**config.mk**
```make
export PLATFORM = sky130hd
export DESIGN_NAME = mop_decode
export DESIGN_NICKNAME = d
export VERILOG_FILES = /design/src/rtl/mopd_pkg.sv /design/src/rtl/mopd_fields.sv /design/src/rtl/mopd_opdec.sv /design/src/rtl/mopd_agen.sv /design/src/rtl/mop_decode.sv
export SDC_FILE = /design/constraint.sdc
export NUM_CORES = 1
export LEC_CHECK = 0
export ABC_AREA = 1
export CAP_MARGIN = 20
export CORE_ASPECT_RATIO = 2
export CORE_MARGIN = 4
export CORE_UTILIZATION = 45
export CTS_CLUSTER_SIZE = 25
export DETAILED_ROUTE_END_ITERATION = 8
export HOLD_SLACK_MARGIN = 0.03
export PLACE_DENSITY = 0.77
export RECOVER_POWER = 50
export SLEW_MARGIN = 20
export SYNTH_ARGS = -nofsm -noshare
export SYNTH_HDL_FRONTEND = slang
export SYNTH_SLANG_ARGS = --single-unit
export TNS_END_PERCENT = 50
```
**constraint.sdc**
```tcl
create_clock -name clk -period 2.7 [get_ports clk]
set_clock_uncertainty 0.05 [all_clocks]
set_input_delay 0.54 -clock clk [delete_from_list [all_inputs] [get_ports clk]]
set_output_delay 0.54 -clock clk [all_outputs]
set_load 0.02 [all_outputs]
```
**src/rtl/mopd_pkg.sv**
```systemverilog
package mopd_pkg;

    localparam int INSTR_W = 32;
    localparam int OFF_W   = 6;
    localparam int F3_W    = 3;
    localparam int OPC_W   = 7;

    localparam logic [OPC_W-1:0] OPC_LOAD = 7'b0000011;

    typedef enum logic [1:0] {
        MOP_ADD  = 2'd0,
        MOP_MUL  = 2'd1,
        MOP_SHL  = 2'd2,
        MOP_ADDI = 2'd3
    } mop_op_e;

endpackage

```
**src/rtl/mopd_fields.sv**
```systemverilog
module mopd_fields
    import mopd_pkg::*;
(
    input  logic [INSTR_W-1:0] instr,
    output logic [OPC_W-1:0]   opcode,
    output logic [F3_W-1:0]    funct3,
    output logic [OFF_W-1:0]   off_lo,
    output logic [OFF_W-1:0]   off_hi
);
    // Field positions follow the standard I-type layout.
    logic unused_bits;

    always_comb begin
        opcode      = instr[6:0];
        funct3      = instr[14:12];
        off_lo      = instr[20 +: OFF_W];
        off_hi      = instr[20 + OFF_W +: OFF_W];
        unused_bits = ^{instr[11:7], instr[19:15]};
    end
endmodule

```
**src/rtl/mopd_opdec.sv**
```systemverilog
module mopd_opdec
    import mopd_pkg::*;
#(
    parameter logic [OPC_W-1:0] ALT_OPCODE = 7'b0001011
) (
    input  logic [OPC_W-1:0] opcode,
    input  logic [F3_W-1:0]  funct3,
    output logic             hit,
    output mop_op_e          op,
    output logic             two_mem,
    output logic             std_load
);
    always_comb begin
        hit      = 1'b0;
        op       = MOP_ADD;
        std_load = 1'b0;
        if (opcode == OPC_LOAD) begin
            unique case (funct3)
                3'b011:  begin hit = 1'b1; op = MOP_ADD; end
                3'b110:  begin hit = 1'b1; op = MOP_MUL; end
                3'b111:  begin hit = 1'b1; op = MOP_SHL; end
                default: std_load = 1'b1;
            endcase
        end else if (opcode == ALT_OPCODE && funct3 == 3'b000) begin
            hit = 1'b1;
            op  = MOP_ADDI;
        end
        two_mem = hit && (op == MOP_ADD || op == MOP_MUL);
    end
endmodule

```
**src/rtl/mopd_agen.sv**
```systemverilog
module mopd_agen #(
    parameter int XLEN  = 32,
    parameter int OFF_W = 6,
    parameter int SCALE = 2
) (
    input  logic             use_lane,
    input  logic [XLEN-1:0]  base,
    input  logic [OFF_W-1:0] offset,
    output logic [XLEN-1:0]  addr
);
    localparam int EXT_W = XLEN - OFF_W;

    logic [XLEN-1:0] byte_off;

    always_comb begin
        byte_off = {{EXT_W{offset[OFF_W-1]}}, offset} << SCALE;
        addr     = use_lane ? (base + byte_off) : '0;
    end
endmodule

```
**src/rtl/mop_decode.sv**
```systemverilog
module mop_decode
    import mopd_pkg::*;
#(
    parameter int               XLEN       = 32,
    parameter int               SCALE      = 2,
    parameter logic [OPC_W-1:0] ALT_OPCODE = 7'b0001011
) (
    input  logic               clk,
    input  logic               rst_n,
    input  logic [INSTR_W-1:0] instr_i,
    input  logic [XLEN-1:0]    rs1_val_i,
    output logic               mop_en_o,
    output logic [1:0]         op_sel_o,
    output logic [XLEN-1:0]    addr_a_o,
    output logic [XLEN-1:0]    addr_b_o,
    output logic [XLEN-1:0]    imm_b_o,
    output logic               ld_path_o,
    output logic               ld_class_o
);
    localparam int SH_W   = $clog2(XLEN);
    localparam int N_LANE = 2;

    typedef struct packed {
        logic            en;
        mop_op_e         sel;
        logic [XLEN-1:0] addr_a;
        logic [XLEN-1:0] addr_b;
        logic [XLEN-1:0] imm_b;
        logic            ld_path;
        logic            ld_class;
    } ctl_t;

    logic [OPC_W-1:0] opcode;
    logic [F3_W-1:0]  funct3;
    logic [OFF_W-1:0] off_lo, off_hi;
    logic             hit, two_mem, std_load;
    mop_op_e          op;

    mopd_fields u_fields (
        .instr  (instr_i),
        .opcode (opcode),
        .funct3 (funct3),
        .off_lo (off_lo),
        .off_hi (off_hi)
    );

    mopd_opdec #(.ALT_OPCODE(ALT_OPCODE)) u_opdec (
        .opcode   (opcode),
        .funct3   (funct3),
        .hit      (hit),
        .op       (op),
        .two_mem  (two_mem),
        .std_load (std_load)
    );

    logic [N_LANE-1:0]            lane_use;
    logic [N_LANE-1:0][OFF_W-1:0] lane_off;
    logic [N_LANE-1:0][XLEN-1:0]  lane_addr;

    always_comb begin
        lane_use[0] = hit;
        lane_use[1] = two_mem;
        lane_off[0] = off_lo;
        lane_off[1] = off_hi;
    end

    for (genvar g = 0; g < N_LANE; g++) begin : g_lane
        mopd_agen #(.XLEN(XLEN), .OFF_W(OFF_W), .SCALE(SCALE)) u_agen (
            .use_lane (lane_use[g]),
            .base     (rs1_val_i),
            .offset   (lane_off[g]),
            .addr     (lane_addr[g])
        );
    end

    ctl_t ctl_d, ctl_q;

    always_comb begin
        ctl_d          = '0;
        ctl_d.en       = hit;
        ctl_d.sel      = hit ? op : MOP_ADD;
        ctl_d.addr_a   = lane_addr[0];
        ctl_d.addr_b   = lane_addr[1];
        ctl_d.ld_path  = hit;
        ctl_d.ld_class = hit | std_load;
        if (hit && op == MOP_SHL)
            ctl_d.imm_b = {{(XLEN-SH_W){1'b0}}, off_hi[SH_W-1:0]};
        else if (hit && op == MOP_ADDI)
            ctl_d.imm_b = {{(XLEN-OFF_W){off_hi[OFF_W-1]}}, off_hi};
    end

    always_ff @(posedge clk) begin
        if (!rst_n) ctl_q <= '0;
        else        ctl_q <= ctl_d;
    end

    assign mop_en_o   = ctl_q.en;
    assign op_sel_o   = ctl_q.sel;
    assign addr_a_o   = ctl_q.addr_a;
    assign addr_b_o   = ctl_q.addr_b;
    assign imm_b_o    = ctl_q.imm_b;
    assign ld_path_o  = ctl_q.ld_path;
    assign ld_class_o = ctl_q.ld_class;
endmodule

```
==> impl_metrics.ini <==
[run_status]
status = finished clean

[setup_path]
cp_cell_sequence = clkdlybuf4s50_1 > buf_12 > ha_1 > nand2_1 > nor2_1 > nand3_1 > nand3_1 > nand2_1 > nand3_1 > nand2_1 > nor2_1
critPathMaxStageDelay_ps = 440
critPathLaunchType = input pin
cp.arrival_ps = 2600
crit_type = in2reg
cp_slowest_cell = clkdlybuf4s50_1
crit_required_ps = 2900
path_max_fanout = 25
critPathCaptureType = flop

[die]
ioPinCount = 167
core_area_um2 = 14000
fp.dieW_um = 92.5
rows = 61
initial_utilization = 0.460
dieHeight_um = 177
die-area_um2 = 16400

[power_and_ir_drop]
power_w = 0.00368
irDropWorstVdd_uv = 310
leakage_nw = 4.90
power.density_nw_per_um2 = 419

[timing]
hold_violations = 0
hold_slack_ps = 711
rsz0062_at_grt = false
finalCritPeriodShare = 0.889
worst_pin_slew_ps = 375
fmax_mhz = 416
slew_viol_final = 0
min_period_ps = 2400
relSlewSlack = 0.750
setup_viol = 0

[logic_synthesis]
postSynthCellCount = 1074
yosysUniqueCellTypes = 36
ys_dominant_reg_cell = dfxtp_1
synth_area_um2 = 6420
synth_edf_count = 0
synth.avg_cell_area_um2 = 5.98
syn_nets = 1200
synth_most_common_cell = nand2_1
ys_ff_latch = 74
synth_top_area_share = 0.231
yosys-top-cells-area = dfxtp_1, nand2_1, inv_1
yosysSeqAreaShare = 0.231
ys_top_cells_by_count = nand2_1, inv_1, nor2_1
async_flop_share = 0
yosys_warnings = 0
synth_top_cell_by_area = dfxtp_1

[clock_network]
cts_tree = done
cts_hold_buf = 0
numCtsBuffers = 9
clkSinkCount = 74
h-tree-depth = 3
cts_buffer_depth = 2
cts_root_buffer = clkbuf_16
path_clk_slew_ps = 60
post_cts_resized = 0
postCtsSetupBuffers = 0

[route]
wirelength_mm = 19.0
drtIter0Drc = 288
first_pass_iters = 7
drc_errors = 0
viasPerCell = 4.87
routedWlPerCell_um = 13.0
antenna_left = 0
vias = 7108

[global_route]
grt_pass1_wl_mm = 30.7
grt_usage = 0.236
grt_pass1_vias = 6796
antenna_found_initial = 0
grt.overflow.total = 0
grt_max_degree = 28

[final_layout]
areaGrowthSynthToFinish_pct = 36.6
nNetsFinal = 1393
n_antenna_cell = 0
drive_gt1_frac = 0.0818
final_area_um2 = 8770

[placed_design]
placed_area_um2 = 8450
gp_congestion = 0.944
dp_hpwl_mm = 16.0
port_buffers = 156

[worst_hold_path]
hold_class = in2reg

[run]
maxCapViolCount = 0
==> layout by cell type (no fill, tap or decap), drive strengths merged <==
cell type      synthesis  layout
dlygate4sd3            0      74
clkdlybuf4s50          0      82
o21ai                 18      18
buf                   31      57
nand2                362     362
nor2                 128     128
a21o                   3       3
and2                   5       5
nand3b                 2       2
clkbuf                 1      10
dfxtp                 74      74
nor3                  10      10
nand4                  9       9
o21bai                 8       8
or2                    4       4
xor2                  18      18
nor3b                  2       2
a21boi                 1       1
clkinvlp               0       1
ha                    58      58
fa                     2       2
inv                  203     206
a21oi                 73      73
bufinv                 0       3
o21a                   1       1
nand3                 59      59
xnor2                  2       2
==> cell families (layout without fill, tap and decap cells) <==
| kind of cell | count (synthesis) | count (layout) | synth area share |
|---|---|---|---|
| and+or+nand+nor | 581 | 581 | 0.374 |
| buffers and inverters | 235 | 433 | 0.156 |
| AOI/OAI and AO/OA | 104 | 104 | 0.0926 |
| DFF | 74 | 74 | 0.231 |
| adders and majority gates | 60 | 60 | 0.119 |
| xor gates and xnor gates | 20 | 20 | 0.0273 |
==> stage by stage <==
step,instances,setup slack (ps),utilization,setup TNS (ps)
global placement,1445,-25.8,0.605,-105
finish,1461,299,0.628,0
global route,1461,111,0.628,0
CTS,1461,302,0.630,0
detailed placement,1445,-50.3,0.605,-351
floorplan,1074,559,-,0
==> worst paths after layout <==
path,cells after the start,slack (ps),startpoint,end
max,11,300,instr_i[25],addr_a_o[29]$_SDFF_PN0_
min,3,710,rst_n,imm_b_o[5]$_SDFF_PP0_
==> registers in the layout, indices dropped and copies added (netlist names) <==
signal      count
addr_a_o       32
addr_b_o       32
imm_b_o         6
op_sel_o        2
ld_class_o      1
ld_path_o       1
==> routing by layer <==
metal | up-vias | global-route usage | share of wire
li1 | 3656 | - | -
met1 | 3115 | 0.228 | 0.36
met2 | 253 | 0.447 | 0.52
met3 | 84 | 0.0306 | 0.055
met4 | 0 | 0.167 | 0.069
met5 | - | 0 | 0
==> final cells by class <==
| cell class | instances | area [um^2] |
|---|---|---|
| clock buffer | 9 | 225 |
| inverter | 203 | 762 |
| sequential | 74 | 1480 |
| tap | 189 | 236 |
| timing repair buffer | 214 | 2030 |
| multi-input combinational | 765 | 3910 |
| fill | 1298 | 5200 |
| clock inverter | 7 | 124 |
==> critical path, delay by kind of cell <==
| kind | cells | cell delay [ps] |
|---|---|---|
| simple gates | 8 | 1040 |
| fa+ha+maj | 1 | 380 |
| buf+inv | 2 | 620 |
==> where the power goes <==
| group | internal, W | switching (W) | leakage, nW |
|---|---|---|---|
| combinational | 0.000463 | 0.000673 | 4.14 |
| sequential | 0.00109 | 0.000000549 | 0.596 |
| clock | 0.000913 | 0.000533 | 0.167 |
No activity file was read; power rests on OpenSTA's default activity.
